===== src/rtl/fec_pkg.sv =====
package fec_pkg;
  parameter int FEC_ADDR_W = 32;
  parameter int FEC_WORD_W = 32;

  typedef struct packed {
    logic [FEC_ADDR_W-1:0] addr;
    logic [FEC_WORD_W-1:0] word;
  } fec_entry_t;
endpackage


===== src/rtl/fec_fifo.sv =====
module fec_fifo
  import fec_pkg::*;
#(
  parameter int DEPTH = 8,
  localparam int PTR_W = $clog2(DEPTH),
  localparam int CNT_W = $clog2(DEPTH + 1)
) (
  input  logic                         clk,
  input  logic                         rst_n,
  input  logic                         flush,
  input  logic                         push,
  input  fec_entry_t                   push_entry,
  input  logic [CNT_W-1:0]             pop_n,
  output logic [CNT_W-1:0]             cnt,
  output fec_entry_t [DEPTH-1:0]       view
);
  // DEPTH must be a power of two: pointers wrap by truncation.
  fec_entry_t mem [DEPTH];
  logic [PTR_W-1:0] rd_ptr, wr_ptr;

  always_ff @(posedge clk or negedge rst_n) begin
    if (!rst_n) begin
      rd_ptr <= '0;
      wr_ptr <= '0;
      cnt    <= '0;
    end else if (flush) begin
      rd_ptr <= '0;
      wr_ptr <= '0;
      cnt    <= '0;
    end else begin
      rd_ptr <= rd_ptr + pop_n[PTR_W-1:0];
      if (push) wr_ptr <= wr_ptr + PTR_W'(1);
      cnt <= cnt - pop_n + CNT_W'(push);
    end
  end

  always_ff @(posedge clk) begin
    if (push && !flush) mem[wr_ptr] <= push_entry;
  end

  // Entries presented oldest first.
  for (genvar i = 0; i < DEPTH; i++) begin : g_view
    assign view[i] = mem[rd_ptr + PTR_W'(i)];
  end

  assert_cnt_bound_R9: assert property (@(posedge clk) disable iff (!rst_n)
    cnt <= CNT_W'(DEPTH));
  assert_pop_bound_R4: assert property (@(posedge clk) disable iff (!rst_n)
    !flush |-> pop_n <= cnt);
  assert_no_overflow_R9: assert property (@(posedge clk) disable iff (!rst_n)
    (push && !flush) |-> (cnt - pop_n) < CNT_W'(DEPTH));
endmodule


===== src/rtl/fec_match.sv =====
module fec_match
  import fec_pkg::*;
#(
  parameter int DEPTH = 8,
  localparam int PTR_W = $clog2(DEPTH),
  localparam int CNT_W = $clog2(DEPTH + 1)
) (
  input  fec_entry_t [DEPTH-1:0]  view,
  input  logic [CNT_W-1:0]        cnt,
  input  logic [FEC_ADDR_W-1:0]   pc,
  input  logic [FEC_WORD_W-1:0]   word,
  output logic                    found,
  output logic                    word_eq,
  output logic [CNT_W-1:0]        pop_n
);
  logic [CNT_W-1:0] idx;

  // Oldest matching entry wins: scan from youngest so the last hit kept is oldest.
  always_comb begin
    found = 1'b0;
    idx   = '0;
    for (int i = DEPTH - 1; i >= 0; i--) begin
      if ((i < int'(cnt)) && (view[i].addr == pc)) begin
        found = 1'b1;
        idx   = CNT_W'(i);
      end
    end
    word_eq = (view[idx[PTR_W-1:0]].word == word);
    pop_n   = found ? (idx + CNT_W'(1)) : cnt;
  end
endmodule


===== src/rtl/fec_flags.sv =====
module fec_flags
  import fec_pkg::*;
(
  input  logic                  clk,
  input  logic                  rst_n,
  input  logic                  clr,
  input  logic                  miss,
  input  logic                  bad_word,
  input  logic                  ovf_evt,
  input  logic [FEC_ADDR_W-1:0] pc,
  output logic                  err_flag,
  output logic [FEC_ADDR_W-1:0] err_pc,
  output logic                  err_word,
  output logic                  ovf_flag
);
  always_ff @(posedge clk or negedge rst_n) begin
    if (!rst_n) begin
      err_flag <= 1'b0;
      err_pc   <= '0;
      err_word <= 1'b0;
      ovf_flag <= 1'b0;
    end else if (clr) begin
      err_flag <= 1'b0;
      err_pc   <= '0;
      err_word <= 1'b0;
      ovf_flag <= 1'b0;
    end else begin
      if ((miss || bad_word) && !err_flag) begin
        err_flag <= 1'b1;
        err_pc   <= pc;
        err_word <= bad_word;
      end
      if (ovf_evt) ovf_flag <= 1'b1;
    end
  end

  assert_err_sticky_R7: assert property (@(posedge clk) disable iff (!rst_n)
    (err_flag && !clr) |=> err_flag);
  assert_err_pc_frozen_R7: assert property (@(posedge clk) disable iff (!rst_n)
    (err_flag && !clr) |=> ($stable(err_pc) && $stable(err_word)));
  assert_ovf_sticky_R9: assert property (@(posedge clk) disable iff (!rst_n)
    (ovf_flag && !clr) |=> ovf_flag);
endmodule


===== src/rtl/fetch_exec_cmp.sv =====
module fetch_exec_cmp
  import fec_pkg::*;
#(
  parameter int DEPTH = 8
) (
  input  logic                  clk,
  input  logic                  rst_n,
  input  logic                  bus_rd_valid,
  input  logic                  bus_ifetch,
  input  logic [FEC_ADDR_W-1:0] bus_addr,
  input  logic [FEC_WORD_W-1:0] bus_rdata,
  input  logic                  trc_valid,
  input  logic [FEC_ADDR_W-1:0] trc_pc,
  input  logic [FEC_WORD_W-1:0] trc_insn,
  input  logic                  err_clr,
  output logic                  err_flag,
  output logic [FEC_ADDR_W-1:0] err_pc,
  output logic                  err_word,
  output logic                  ovf_flag
);
  localparam int CNT_W = $clog2(DEPTH + 1);

  fec_entry_t [DEPTH-1:0] view;
  fec_entry_t             cap_entry;
  logic [CNT_W-1:0]       cnt, match_pop, pop_sel, cnt_after;
  logic                   found, word_eq;
  logic                   fe, tr, push, ovf_evt, miss, bad_word;

  assign tr        = trc_valid && !ovf_flag && !err_clr;
  assign fe        = bus_rd_valid && bus_ifetch && !ovf_flag && !err_clr;
  assign pop_sel   = tr ? match_pop : '0;
  assign cnt_after = cnt - pop_sel;
  assign ovf_evt   = fe && (cnt_after == CNT_W'(DEPTH));
  assign push      = fe && !ovf_evt;
  assign miss      = tr && !found;
  assign bad_word  = tr && found && !word_eq;
  assign cap_entry = '{addr: bus_addr, word: bus_rdata};

  fec_fifo #(.DEPTH(DEPTH)) u_fifo (
    .clk(clk), .rst_n(rst_n), .flush(err_clr), .push(push),
    .push_entry(cap_entry), .pop_n(pop_sel), .cnt(cnt), .view(view)
  );

  fec_match #(.DEPTH(DEPTH)) u_match (
    .view(view), .cnt(cnt), .pc(trc_pc), .word(trc_insn),
    .found(found), .word_eq(word_eq), .pop_n(match_pop)
  );

  fec_flags u_flags (
    .clk(clk), .rst_n(rst_n), .clr(err_clr), .miss(miss), .bad_word(bad_word),
    .ovf_evt(ovf_evt), .pc(trc_pc), .err_flag(err_flag), .err_pc(err_pc),
    .err_word(err_word), .ovf_flag(ovf_flag)
  );

  assert_halt_freeze_R9: assert property (@(posedge clk) disable iff (!rst_n)
    (ovf_flag && !err_clr) |=> $stable(cnt));
  assert_clr_reset_R8: assert property (@(posedge clk) disable iff (!rst_n)
    err_clr |=> (cnt == '0 && !err_flag && !ovf_flag));
  assert_miss_latch_R5: assert property (@(posedge clk) disable iff (!rst_n)
    (miss && !err_flag) |=> (err_flag && !err_word && err_pc == $past(trc_pc)));
  assert_miss_empties_R5: assert property (@(posedge clk) disable iff (!rst_n)
    (miss && !fe) |=> cnt == '0);
endmodule


===== config.mk =====
export PLATFORM = sky130hd
export DESIGN_NAME = fetch_exec_cmp
export DESIGN_NICKNAME = d
export VERILOG_FILES = /design/src/rtl/fec_pkg.sv /design/src/rtl/fec_fifo.sv /design/src/rtl/fec_match.sv /design/src/rtl/fec_flags.sv /design/src/rtl/fetch_exec_cmp.sv
export SDC_FILE = /design/constraint.sdc
export NUM_CORES = 2
export LEC_CHECK = 0
export BUFFER_PORTS_ARGS = -buffer_cell sky130_fd_sc_hd__buf_2
export CORE_ASPECT_RATIO = 0.6
export CORE_UTILIZATION = 50
export CTS_BUF_LIST = sky130_fd_sc_hd__clkbuf_8
export DETAILED_ROUTE_END_ITERATION = 7
export PLACE_DENSITY = 0.73
export SETUP_SLACK_MARGIN = 0.15
export SYNTH_ARGS = -nofsm -noshare
export SYNTH_HDL_FRONTEND = slang
export SYNTH_HIERARCHICAL = 1
export SYNTH_SLANG_ARGS = --single-unit

===== constraint.sdc =====
create_clock -name clk -period 14.6 [get_ports clk]
set_clock_uncertainty 0.1 [all_clocks]
set_input_delay 1.46 -clock clk [delete_from_list [all_inputs] [get_ports clk]]
set_output_delay 1.46 -clock clk [all_outputs]
set_load 0.02 [all_outputs]

* Word-level counts from Yosys, hierarchy flattened
Memories as Yosys holds them, arrays and structs flattened.
Index checks and enable logic that the tools add are counted.
** Operators by class
- Muxes and demuxes :: 34
- Reductions and logical operators :: 30
- $lt $le $gt $ge :: 9
- Eq/ne operators :: 10
- Add/subtract/negate cells :: 12
** Operator list (count)
- 32-bit == test :: 9
- 64-bit binary-select mux with 3-bit select :: 1
- 32-bit two-way mux :: 3
- 3-bit two-way mux :: 11
- 1-bit logical AND :: 20
- 3-bit by 4-bit less-than comparator with 1-bit output, first input constant :: 4
- 1-bit two-way mux :: 16
- 3-bit adder, second input constant :: 4
- 4-bit two-way mux :: 3
- 1-bit by 4-bit less-than comparator with 1-bit output, first input constant :: 2
- 2-bit by 4-bit less-than comparator with 1-bit output, first input constant :: 2
- 3-bit by 1-bit adder with 3-bit output, second input constant :: 2
- 3-bit by 2-bit adder with 3-bit output, second input constant :: 2
- 1-bit zero test :: 6
- 2-bit nonzero test :: 3
- 3-bit by 1-bit adder with 4-bit output, second input constant :: 1
- 4-bit by 1-bit adder with 4-bit output :: 1
- 4-bit == test, second input constant :: 1
- 3-bit by 4-bit less-than comparator with 1-bit output, second input constant :: 1
- 4-bit subtractor :: 1
- 3-bit adder :: 1
- 1-bit logical OR :: 1
** Storage, ports and cells
- Output and inout bits :: 35
- Register bits :: 45
- Memory bits (writable) :: 512
- Memories :: 1
** Memory list
- u_fifo.mem :: words 8, bits a word 64, read ports 8, clocked after Yosys merged registers in 0, write ports 1, line fec_fifo.sv:18 : fec_entry_t mem [DEPTH];

* Logic depth before layout (Yosys ltp)
An unclocked memory read counts as a cell.
- Depth in word-level cells :: 23
- Gate-level depth with buffers :: 37
- Gate-level depth less buffers :: 30

* Modules after synthesis
The synthesis kept the hierarchy.
** Modules (own cells, without submodules)
- fec_fifo :: area an instance 35246.3 µm², instances 1, cells each 2049
- fec_match :: area an instance 7044.3 µm², instances 1, cells each 910
- fec_flags :: area an instance 1448.9 µm², instances 1, cells each 151
- fetch_exec_cmp :: area an instance 203.9 µm², instances 1, cells each 25

* Least setup slack after synthesis
No wires, ideal clock.
- Kind :: reg2reg
- Start point :: register u_fifo.rd_ptr[1]
- End point :: memory u_fifo/mem[0][0] (netlist name) (enable)
- Stages on the path, launching flop included :: 33
- Arrival time :: 12243 ps
- Period minus slack after synthesis :: 12987 ps
- Data required time :: 13856 ps
- Setup slack :: 1613 ps
- Setup time :: 644 ps
- Buffers on the path :: 8
- Path through :: dfrtp_1 -> buf_2 -> buf_6 -> buf_2 -> buf_2 -> inv_1 -> ha_1 -> buf_2 -> clkbuf_1 -> buf_2 -> mux4_2 -> xor2_2 -> nor4_1 -> nand4_1 -> or4_1 -> buf_2 -> o21ai_0 -> a21o_1 -> a21oi_1 -> nor2_1 -> ha_1 -> nor2_1 -> a21oi_1 -> nor2_1 -> nor2_1 -> nand3_1 -> ha_1 -> nor2b_1 -> a221oi_4 -> xnor2_1 -> o311a_1 -> nand2b_1 -> nor4_1
** RTL lines
- start, declared :: line fec_fifo.sv:19 : logic [PTR_W-1:0] rd_ptr, wr_ptr;
- start signal, assigned :: line fec_fifo.sv:31 : rd_ptr <= rd_ptr + pop_n[PTR_W-1:0];
- end, declared :: line fec_fifo.sv:18

==> impl_metrics.csv <==
group,metric,value,unit
global_routing,first_global_vias,28300,
global_routing,grt_usage,0.320,
worst_setup_path,end_kind,"flop",
synth,netlist_instances,3135,
drt,viasPerCell,6.87,
synth,synth_top_area_share,0.350,
worst_setup_path,worstPathArrival,11.65,ns
placement,placed_area,45200,sq um
sta,rsz0062_at_grt,"false",
power_and_ir_drop,ir_drop,0.0773,mV
die,pin_count,169,
sta,drv_slew,0,
worst_setup_path,worstRegToRegCells,23,
finish,layout.nets,3335,
clocking,htree_levels,3,
drt,route.met2.wl,52.5,mm
synth,yosysWarnings,6,
die,rows,83,
drt,routed_wl,141,mm
global_routing,antenna_found_initial,16,
die,fp.dieH,232,microns
sta,fin_crit_sh,0.754,
placement,place_ws,3.95,ns
clocking,cts-root-buf,"clkbuf_8",
clocking,clock_sinks,557,
sta,relSlewSlack,0.189,
synth,ys_seq_area_frac,0.376,
sta,tns,0,ns
power_and_ir_drop,p_leak,15.4,nW
global_routing,grt_pass1_wl,205,mm
die,die_w,385,microns
synth,syn_area,43900,sq um
clocking,numCtsBuffers,89,
synth,synth.area.top_cells,"edfxtp_1 35%, mux4_2 26%, mux2_4 6.9%, mux2_2 5.2%, nand2_1 4.0%",
drt,drt_iter0_markers,4040,
worst_setup_path,worstSetupStartpointType,"flop",
synth,synthesis.nets,3285,
sta,hold_slack,0.415,ns
clocking,cts_tree,"built",
sta,setup_viol,0,
synth,synth_top_area_cell,"edfxtp_1",
die,coreArea,86300,sq um
worst_setup_path,cp-endpoint,"u_flags/err_pc[20]$_DFFE_PN0P_",
placement,port_buffers,168,
finish,final_cells,4412,
synth,synth_seq_cells,557,
worst_setup_path,reg2reg_to,"u_flags/err_pc[20]$_DFFE_PN0P_",
drt,dr.pass1.iters,5,
sta,timing.final.ws_setup,3.59,ns
finish,fin_area,47100,sq um
placement,place_congestion,1.10,
clocking,cts_resized,0,
global_routing,grt_start_max_net_pins,142,
die,dieArea,89100,sq um
worst_setup_path,required,15.24,ns
synth,syn_avg_cell_area,14.0,sq um
worst_setup_path,r2r_start,"u_fifo/rd_ptr[0]$_DFF_PN0_",
drt,met3WireLength,22.2,mm
worst_setup_path,worstPathMaxFanout,141,
finish,n_fill_cell,6926,
drt,antenna_left,0,
sta,hold_viol,0,
clocking,holdBufCountCts,0,
finish,drive_gt1_frac,0.402,
power_and_ir_drop,power_density,102,nW/um^2
global_routing,gr-total-overflow,0,
drt,top_layer,"met5",
worst_setup_path,startpoint,"u_fifo/rd_ptr[0]$_DFF_PN0_",
finish,area_growth,7.11,%
clocking,clkTransAtPathRegs,0.06,ns
drt,post_drt_wl_per_cell,32.1,microns
drt,drc,0,
sta,post-route-min-period,11.01,ns
job,drv_cap,0,
worst_setup_path,reg2reg_slack,3.59,ns
worst_setup_path,critical_path_class,"flop to flop",
sta,worstMarginPinSlew,1.21,ns
clocking,clk_latency,0.83,ns
die,initial_core_util,0.509,
placement,dp_hpwl,102,mm
hold_path,hp-class,"flop to flop",
outcome,status,"finished clean",
finish,multi_input_area,25900,sq um
drt,drt-met1-wl,64.5,mm
synth,ys_async_sr_fraction,0.0808,
synth,ys_types,73,
synth,synth_flop_cell,"edfxtp_1",
clocking,clock_path_buffers,3,
sta,fmax,90.8,MHz
placement,numPlacedInstances,4241,
synth,synth-edff-count,512,
finish,regArea,16500,sq um
drt,via_count,30300,
clocking,cts_setup_buffers,0,
[cell families (layout without fill, tap and decap cells)]
group | Yosys count | after routing | share of synthesized area
compound gates | 121 | 121 | 0.0198
xor+xnor | 319 | 319 | 0.0644
fa+ha+maj | 16 | 16 | 0.00490
buf+inv | 285 | 409 | 0.0384
flops | 557 | 557 | 0.376
mux | 1040 | 1040 | 0.411
other cells | 0 | 6 | 0
simple gates | 797 | 797 | 0.0856
[critical path, stage by stage, from the launching register on]
cell      delay [ns]
dfrtp_4         1.12
buf_12          0.62
buf_4           0.83
mux4_2          0.62
nand2_1         0.09
nand2_1         0.11
xnor2_1         0.41
nand4_1         0.16
nor4b_1         0.66
nand3_1         0.42
nand2b_1        0.27
o21a_4          0.67
buf_4           0.69
mux2i_1         0.27
mux2i_1         0.10
xor2_1          0.18
nor4_2          0.19
a41oi_1         0.08
or4_1           0.59
nor4_1          0.84
nor3b_1         0.29
o21bai_4        0.83
nand2_1         0.16
a21oi_1         0.17
[per-layer routing]
layer  vias up  track usage
li1      12500            -
met1     15800        0.510
met2      1861        0.384
met3       149        0.149
met4        18       0.0621
met5         -            0
[registers in the layout (all words and copies together) (netlist names)]
signal	flops
u_flags/err_pc	32
u_fifo/wr_ptr	3
u_flags/err_flag	1
u_flags/ovf_flag	1
u_fifo/cnt	4
u_fifo/rd_ptr	3
u_flags/err_word	1
u_fifo/mem	512
[worst min-delay path by stage]
stage,from,to,slack [ns],depth (start not counted)
floorplan,u_fifo/wr_ptr[2]$_DFFE_PN0P_,u_fifo/wr_ptr[2]$_DFFE_PN0P_,0.42,2
global placement,u_flags/err_pc[20]$_DFFE_PN0P_,u_flags/err_pc[20]$_DFFE_PN0P_,0.42,2
detailed placement,u_flags/err_pc[3]$_DFFE_PN0P_,u_flags/err_pc[3]$_DFFE_PN0P_,0.41,2
CTS,u_flags/err_pc[8]$_DFFE_PN0P_,u_flags/err_pc[8]$_DFFE_PN0P_,0.42,2
global route,u_flags/err_pc[2]$_DFFE_PN0P_,u_flags/err_pc[2]$_DFFE_PN0P_,0.44,2
finish,u_flags/err_pc[3]$_DFFE_PN0P_,u_flags/err_pc[3]$_DFFE_PN0P_,0.42,2
[report_power, final]
part / switching (mW) / leakage, nW / internal, mW / total (mW)
logic: 0.935 / 9.15 / 0.647 / 1.58
registers: 0.0399 / 5.21 / 1.77 / 1.81
clock network: 0.692 / 0.991 / 0.720 / 1.41
total: 1.67 / 15.4 / 3.13 / 4.80
[through the flow]
step                power, mW  utilization
floorplan                2.90            -
global placement         3.35        0.524
detailed placement       3.35        0.524
CTS                      4.77        0.545
global route             4.95        0.545
finish                   4.80        0.545
[cell type report]
cell class,count,area share
tap,1147,0.0305
inverter,27,0.00215
multi-input combinational,2293,0.550
antenna,6,0.000319
sequential,557,0.351
clock buffer,96,0.0281
clock inverter,69,0.0104
timing repair buffer,217,0.0275
[Yosys cell counts (5+ instances only)]
cell type  number
mux4_2        512
a21oi_2         7
nand3_1        21
nand4b_1       10
nor4_1         57
buf_4          25
nor3_1         23
nor2b_1        21
o221ai_1       11
edfxtp_1      512
mux2_4        201
a21oi_1        48
dfrtp_1        45
mux2_2        203
or4_1           6
nand4_1        78
mux2i_1       124
nand2b_1       20
ha_1           14
nor4b_1         5
xnor2_1       199
nand2_1       474
buf_6          46
buf_1           6
o21ai_0        13
inv_1          27
nor2_1         45
buf_2         141
xor2_1        116
clkbuf_1       39
[cell usage in the layout (no fill, tap or decap), types with 7 or more instances in the layout]
master and count:
ha_1 13, o221ai_1 11, mux4_2 512, o21ai_0 13, dfrtp_1 42, nand2_1 474, mux2i_1 124, nor2_4 7
clkinv_2 14, nor3_1 23, mux2_2 203, clkinvlp_4 7, mux2_4 201, xor2_1 115, inv_1 48, nand4_1 78
nand3_1 21, nor2b_1 21, xnor2_1 196, edfxtp_1 512, clkinv_1 16, nor4_1 54, buf_12 7, nor4_2 7
nor2_1 38, buf_2 168, nand4b_1 10, clkbuf_8 96, buf_4 42, nand2b_1 20, a21oi_2 7, a21oi_1 48
Power figures use the tool's default switching activity.
